--- src/rtl/sru_pkg.sv ---
package sru_pkg;
  localparam int unsigned DATA_W = 32;
  localparam int unsigned IDX_W  = $clog2(DATA_W);

  typedef enum logic [2:0] {
    OP_SHL = 3'd0, OP_SHR = 3'd1, OP_SAR = 3'd2, OP_ROL = 3'd3,
    OP_ROR = 3'd4, OP_RCL = 3'd5, OP_RCR = 3'd6, OP_NOP = 3'd7
  } sru_op_e;

  typedef enum logic [1:0] {
    SZ_B = 2'd0, SZ_H = 2'd1, SZ_W = 2'd2, SZ_W2 = 2'd3
  } sru_size_e;

  typedef struct packed {
    logic of;
    logic sf;
    logic zf;
    logic pf;
    logic cf;
  } sru_flags_t;

  function automatic logic [DATA_W-1:0] size_mask(sru_size_e sz);
    case (sz)
      SZ_B:    return DATA_W'(32'h0000_00FF);
      SZ_H:    return DATA_W'(32'h0000_FFFF);
      default: return '1;
    endcase
  endfunction

  function automatic logic [IDX_W-1:0] top_idx(sru_size_e sz);
    case (sz)
      SZ_B:    return IDX_W'(7);
      SZ_H:    return IDX_W'(15);
      default: return IDX_W'(DATA_W - 1);
    endcase
  endfunction

  function automatic logic is_rotate(sru_op_e op);
    return (op == OP_ROL) || (op == OP_ROR) || (op == OP_RCL) || (op == OP_RCR);
  endfunction

  function automatic logic even_ones(logic [7:0] b);
    return ~(^b);
  endfunction

  // One bit position of the selected operation: returns {carry_out, data}
  function automatic logic [DATA_W:0] shift_one(sru_op_e op, sru_size_e sz,
                                                logic [DATA_W-1:0] d, logic cin);
    logic [DATA_W-1:0] m, topb, r;
    logic hi, lo, co;
    m    = size_mask(sz);
    topb = DATA_W'(1) << top_idx(sz);
    hi   = d[top_idx(sz)];
    lo   = d[0];
    r    = d;
    co   = cin;
    case (op)
      OP_SHL: begin r = d << 1;                          co = hi; end
      OP_SHR: begin r = d >> 1;                          co = lo; end
      OP_SAR: begin r = (d >> 1) | (hi  ? topb : '0);    co = lo; end
      OP_ROL: begin r = (d << 1) | DATA_W'(hi);          co = hi; end
      OP_ROR: begin r = (d >> 1) | (lo  ? topb : '0);    co = lo; end
      OP_RCL: begin r = (d << 1) | DATA_W'(cin);         co = hi; end
      OP_RCR: begin r = (d >> 1) | (cin ? topb : '0);    co = lo; end
      default: ;
    endcase
    return {co, r & m};
  endfunction
endpackage

--- src/rtl/sru_step.sv ---
module sru_step
  import sru_pkg::*;
(
  input  sru_op_e            op_i,
  input  sru_size_e          size_i,
  input  logic [DATA_W-1:0]  data_i,
  input  logic               carry_i,
  output logic [DATA_W-1:0]  data_o,
  output logic               carry_o
);
  logic [DATA_W:0] packed_w;

  always_comb begin
    packed_w = shift_one(op_i, size_i, data_i, carry_i);
    data_o   = packed_w[DATA_W-1:0];
    carry_o  = packed_w[DATA_W];
  end
endmodule

--- src/rtl/sru_flags.sv ---
module sru_flags
  import sru_pkg::*;
(
  input  sru_op_e            op_i,
  input  sru_size_e          size_i,
  input  logic [DATA_W-1:0]  result_i,
  input  logic               carry_i,
  input  logic               src_top_i,
  input  logic               single_i,
  input  logic               moved_i,
  input  sru_flags_t         flags_i,
  output sru_flags_t         flags_o
);
  logic res_top_w;

  always_comb begin
    res_top_w  = result_i[top_idx(size_i)];
    flags_o    = flags_i;
    flags_o.cf = carry_i;
    if (single_i) flags_o.of = res_top_w ^ src_top_i;
    if (moved_i && !is_rotate(op_i)) begin
      flags_o.sf = res_top_w;
      flags_o.zf = (result_i == '0);
      flags_o.pf = even_ones(result_i[7:0]);
    end
  end
endmodule

--- src/rtl/sru_ctrl.sv ---
module sru_ctrl #(
  parameter int unsigned CNT_W = 8,
  parameter int unsigned MOD_W = 5
) (
  input  logic             clk,
  input  logic             rst_n,
  input  logic             start_i,
  input  logic [CNT_W-1:0] count_i,
  input  logic             nop_i,
  output logic             busy_o,
  output logic             load_o,
  output logic             step_o,
  output logic             finish_o
);
  logic             busy_q;
  logic [MOD_W-1:0] left_q;

  assign busy_o   = busy_q;
  assign load_o   = start_i && !busy_q;
  assign step_o   = busy_q && (left_q != '0);
  assign finish_o = busy_q && (left_q == '0);

  always_ff @(posedge clk or negedge rst_n) begin
    if (!rst_n) begin
      busy_q <= 1'b0;
      left_q <= '0;
    end else if (load_o) begin
      busy_q <= 1'b1;
      left_q <= nop_i ? '0 : count_i[MOD_W-1:0];
    end else if (step_o) begin
      left_q <= left_q - 1'b1;
    end else if (finish_o) begin
      busy_q <= 1'b0;
    end
  end


  accept_busy_chk: assert property (@(posedge clk) disable iff (!rst_n)
    (start_i && !busy_o) |=> busy_o);

  finish_idle_chk: assert property (@(posedge clk) disable iff (!rst_n)
    finish_o |=> !busy_o);

  no_reload_chk: assert property (@(posedge clk) disable iff (!rst_n)
    (step_o && start_i) |=> (left_q == $past(left_q) - 1'b1));
endmodule

--- src/rtl/shift_rotate_unit.sv ---
module shift_rotate_unit
  import sru_pkg::*;
#(
  parameter int unsigned CNT_W = 8
) (
  input  logic                clk,
  input  logic                rst_n,
  input  logic                start_i,
  input  logic [DATA_W-1:0]   operand_i,
  input  logic [1:0]          size_i,
  input  logic [2:0]          op_i,
  input  logic [CNT_W-1:0]    count_i,
  input  logic [4:0]          flags_i,
  output logic                busy_o,
  output logic                done_o,
  output logic [DATA_W-1:0]   result_o,
  output logic [4:0]          flags_o
);
  localparam int unsigned MOD_W = 5;

  sru_op_e           op_in_w;
  sru_size_e         sz_in_w;
  sru_flags_t        fl_in_w;
  logic              load_w, step_w, finish_w, nop_w;
  logic [MOD_W-1:0]  eff_cnt_w;

  sru_op_e           op_q;
  sru_size_e         sz_q;
  sru_flags_t        flags_q;
  logic [DATA_W-1:0] data_q;
  logic              carry_q, src_top_q, single_q, moved_q;

  logic [DATA_W-1:0] step_data_w;
  logic              step_carry_w;
  sru_flags_t        flags_calc_w;

  assign op_in_w   = sru_op_e'(op_i);
  assign sz_in_w   = sru_size_e'(size_i);
  assign fl_in_w   = sru_flags_t'(flags_i);
  assign nop_w     = (op_in_w == OP_NOP);
  assign eff_cnt_w = count_i[MOD_W-1:0];

  sru_ctrl #(.CNT_W(CNT_W), .MOD_W(MOD_W)) ctrl_i (
    .clk      (clk),
    .rst_n    (rst_n),
    .start_i  (start_i),
    .count_i  (count_i),
    .nop_i    (nop_w),
    .busy_o   (busy_o),
    .load_o   (load_w),
    .step_o   (step_w),
    .finish_o (finish_w)
  );

  sru_step step_i (
    .op_i    (op_q),
    .size_i  (sz_q),
    .data_i  (data_q),
    .carry_i (carry_q),
    .data_o  (step_data_w),
    .carry_o (step_carry_w)
  );

  sru_flags flags_i0 (
    .op_i      (op_q),
    .size_i    (sz_q),
    .result_i  (data_q),
    .carry_i   (carry_q),
    .src_top_i (src_top_q),
    .single_i  (single_q),
    .moved_i   (moved_q),
    .flags_i   (flags_q),
    .flags_o   (flags_calc_w)
  );

  always_ff @(posedge clk or negedge rst_n) begin
    if (!rst_n) begin
      op_q      <= OP_NOP;
      sz_q      <= SZ_W;
      flags_q   <= '0;
      data_q    <= '0;
      carry_q   <= 1'b0;
      src_top_q <= 1'b0;
      single_q  <= 1'b0;
      moved_q   <= 1'b0;
    end else if (load_w) begin
      op_q      <= op_in_w;
      sz_q      <= sz_in_w;
      flags_q   <= fl_in_w;
      data_q    <= operand_i & size_mask(sz_in_w);
      carry_q   <= fl_in_w.cf;
      src_top_q <= operand_i[top_idx(sz_in_w)];
      single_q  <= !nop_w && (eff_cnt_w == MOD_W'(1));
      moved_q   <= !nop_w && (eff_cnt_w != '0);
    end else if (step_w) begin
      data_q    <= step_data_w;
      carry_q   <= step_carry_w;
    end
  end

  always_ff @(posedge clk or negedge rst_n) begin
    if (!rst_n) begin
      done_o   <= 1'b0;
      result_o <= '0;
      flags_o  <= '0;
    end else begin
      done_o <= finish_w;
      if (finish_w) begin
        result_o <= data_q;
        flags_o  <= flags_calc_w;
      end
    end
  end


  shl_fill_chk: assert property (@(posedge clk) disable iff (!rst_n)
    (step_w && op_q == OP_SHL) |-> (step_data_w[0] == 1'b0));

  upper_zero_chk: assert property (@(posedge clk) disable iff (!rst_n)
    done_o |-> ((result_o & ~size_mask(sz_q)) == '0));

  rot_keep_szp_chk: assert property (@(posedge clk) disable iff (!rst_n)
    (done_o && is_rotate(op_q)) |->
      (flags_o[3:1] == {flags_q.sf, flags_q.zf, flags_q.pf}));

  of_hold_chk: assert property (@(posedge clk) disable iff (!rst_n)
    (done_o && !single_q) |-> (flags_o[4] == flags_q.of));

  zero_count_chk: assert property (@(posedge clk) disable iff (!rst_n)
    (done_o && !moved_q) |-> (flags_o == flags_q));

  done_pulse_chk: assert property (@(posedge clk) disable iff (!rst_n)
    done_o |=> !done_o);
endmodule

--- config.mk ---
export PLATFORM = sky130hd
export DESIGN_NAME = shift_rotate_unit
export DESIGN_NICKNAME = d
export VERILOG_FILES = /design/src/rtl/sru_pkg.sv /design/src/rtl/sru_step.sv /design/src/rtl/sru_flags.sv /design/src/rtl/sru_ctrl.sv /design/src/rtl/shift_rotate_unit.sv
export SDC_FILE = /design/constraint.sdc
export NUM_CORES = 1
export LEC_CHECK = 0
export CAP_MARGIN = 20
export CORE_UTILIZATION = 48
export CTS_CLUSTER_SIZE = 30
export DETAILED_ROUTE_END_ITERATION = 12
export DONT_BUFFER_PORTS = 1
export HOLD_SLACK_MARGIN = 0.03
export PLACE_DENSITY = 0.6
export SETUP_SLACK_MARGIN = 0.1
export SLEW_MARGIN = 20
export SYNTH_ARGS = -nofsm -noshare
export SYNTH_HDL_FRONTEND = slang
export SYNTH_HIERARCHICAL = 1
export SYNTH_SLANG_ARGS = --single-unit
--- constraint.sdc ---
create_clock -name clk -period 2.7 [get_ports clk]
set_clock_uncertainty 0.15 [all_clocks]
set_input_delay 0.54 -clock clk [delete_from_list [all_inputs] [get_ports clk]]
set_output_delay 0.54 -clock clk [all_outputs]
set_load 0.1 [all_outputs]
==> impl_metrics.env <==
export IMPL_crit_buf_inv=2
export IMPL_drive_above_1_share=0.164
export IMPL_post_cts_buffers=0
export IMPL_diodes=0
export IMPL_fin_crit_ps=2420
export IMPL_rows=41
export IMPL_coreArea_um2=12700
export IMPL_violations="hold timing"
export IMPL_ios=92
export IMPL_ant_nets=0
export IMPL_hold_class="in2async"
export IMPL_crit_family="flip-flops"
export IMPL_drc=0
export IMPL_netlist_instances=682
export IMPL_clk_latency_ps=350
export IMPL_tightest_slew_ps=913
export IMPL_postSynthAreaPerCell_um2=9.15
export IMPL_cts_root_buf="clkbuf_16"
export IMPL_syn2layout_area_growth_pct=4.65
export IMPL_cts_sinks=89
export IMPL_cp_start_kind="register"
export IMPL_setup_viol=0
export IMPL_setup_worst_path_end_class="register"
export IMPL_syn_area_um2=6240
export IMPL_cp_slowest_cell="dfstp_2"
export IMPL_final_nets=710
export IMPL_cts_tree="done"
export IMPL_die_y_um=116
export IMPL_initial_core_util=0.492
export IMPL_cap_violations=0
export IMPL_cpMostUsedCell="buf_4"
export IMPL_overflow=0
export IMPL_wirelength_um=14700
export IMPL_groute_usage_overall=0.226
export IMPL_criticalPathCategory="reg2reg"
export IMPL_regArea_um2=2230
export IMPL_fillers=1212
export IMPL_numCtsBuffers=9
export IMPL_dr_pass1_iters=5
export IMPL_crit_chain="buf_4 -> nand2b_1 -> buf_4 -> o221a_2 -> o21ai_0 -> a21oi_1 -> mux2i_1 -> o21ai_1"
export IMPL_grt_pass1_vias=4694
export IMPL_portBuffers=0
export IMPL_finalCritPeriodShare=0.895
export IMPL_cp_arrival_ps=2550
export IMPL_htreeDepth=3
export IMPL_clockBufferDepth=2
export IMPL_clock_fmax_mhz=414
export IMPL_hold_violations=89
export IMPL_viasPerCell=6.09
export IMPL_antenna_found_initial=0
export IMPL_grt_setup_unrepaired="false"
export IMPL_yosysWarnings=6
export IMPL_dieArea_um2=13500
export IMPL_multi_input_area_um2=3530
export IMPL_relSlewSlack=0.392
export IMPL_report_final_slew_viol_count=0
export IMPL_clk_pin_slew_worst_paths_ps=60
export IMPL_status="finished, violations left"
export IMPL_fp_dieW_um=116
export IMPL_vias=5052
export IMPL_setup_tns_final_ps=0
export IMPL_place_congestion=0.793
export IMPL_cp_required_ps=2830
export IMPL_grt_pass1_wl_um=23600
export IMPL_dp_hpwl_um=9830
export IMPL_hold_slack_ps=-271
export IMPL_syn_nets=740
export IMPL_wl_per_cell_um=17.7
export IMPL_slowest_delay_ps=770
export IMPL_grt_start_max_net_pins=90
export IMPL_drt_initial_drc_count=333
export IMPL_worstPathMaxFanout=22
-- layout by cell type (no fill, tap or decap), types with 4 or more instances in the layout --
cell	instances
a211o_1	4
a21oi_1	10
buf_4	16
clkbuf_16	9
dfrtp_1	85
dfstp_2	4
ha_1	5
inv_1	25
mux2_2	46
mux2_4	4
mux2i_1	49
nand2_1	64
nand2b_1	4
nand3_1	4
nor2_1	56
nor2b_1	25
nor4_1	6
o21ai_0	100
o21ai_1	15
o221ai_1	21
o22ai_1	4
o311ai_1	20
o31ai_1	4
or3_1	7
-- layout make-up --
type / instances / area share
Timing Repair Buffer: 17 / 0.0215
Sequential cell: 89 / 0.342
Multi-Input combinational cell: 509 / 0.541
Inverter: 26 / 0.0149
Clock buffer: 12 / 0.0408
Clock inverter: 4 / 0.00747
Tap cell: 172 / 0.0330
-- sequential cells by signal (all words and copies together) (netlist names) --
signal         flops
data_q            32
ctrl_i/left_q      5
done_o             1
src_top_q          1
moved_q            1
sz_q               2
op_q               3
single_q           1
flags_o            5
ctrl_i/busy_o      1
result_o          32
carry_q            1
flags_q            4
-- stage by stage --
| step | instances | cell area [um^2] | setup WS (ps) | hold WS (ps) | utilization |
|---|---|---|---|---|---|
| 2_1_floorplan | 682 | 6240 | 400 | 94.4 | - |
| 3_3_place_gp | 813 | 6210 | 283 | 96.8 | 0.490 |
| 3_5_place_dp | 813 | 6210 | 210 | 96.9 | 0.490 |
| 4_1_cts | 829 | 6520 | 185 | -282 | 0.515 |
| 5_1_grt | 829 | 6530 | 133 | -287 | 0.515 |
| 6_report | 829 | 6530 | 283 | -271 | 0.515 |
-- per-layer routing --
layer  routed length, um  part of all wire  track usage
met5                   0                 0            0
met4                 274             0.019       0.0966
met3                 774             0.053       0.0497
met2                7110              0.48        0.360
met1                6540              0.44        0.295
-- worst paths after layout --
path,startpoint,end,slack (ps),cells past startpoint
setup / recovery,op_q[0],data_q[30],280,8
setup reg to reg,op_q[0],data_q[30],280,8
max in group asynchronous,rst_n,sz_q[1],2450,0
hold reg to reg,flags_q[1],flags_q[1],360,1
min in group clk,operand_i[14],data_q[14],150,2
hold / removal,rst_n,result_o[24],-270,0
-- what timing repair did --
item	CTS	global route
endpoints found under the setup margin	0	7
resized for setup	0	2
endpoints found under the hold margin	89	89
Power is not shown: default switching activity piles up to over one toggle a cycle in this logic, so the estimate is an artifact.
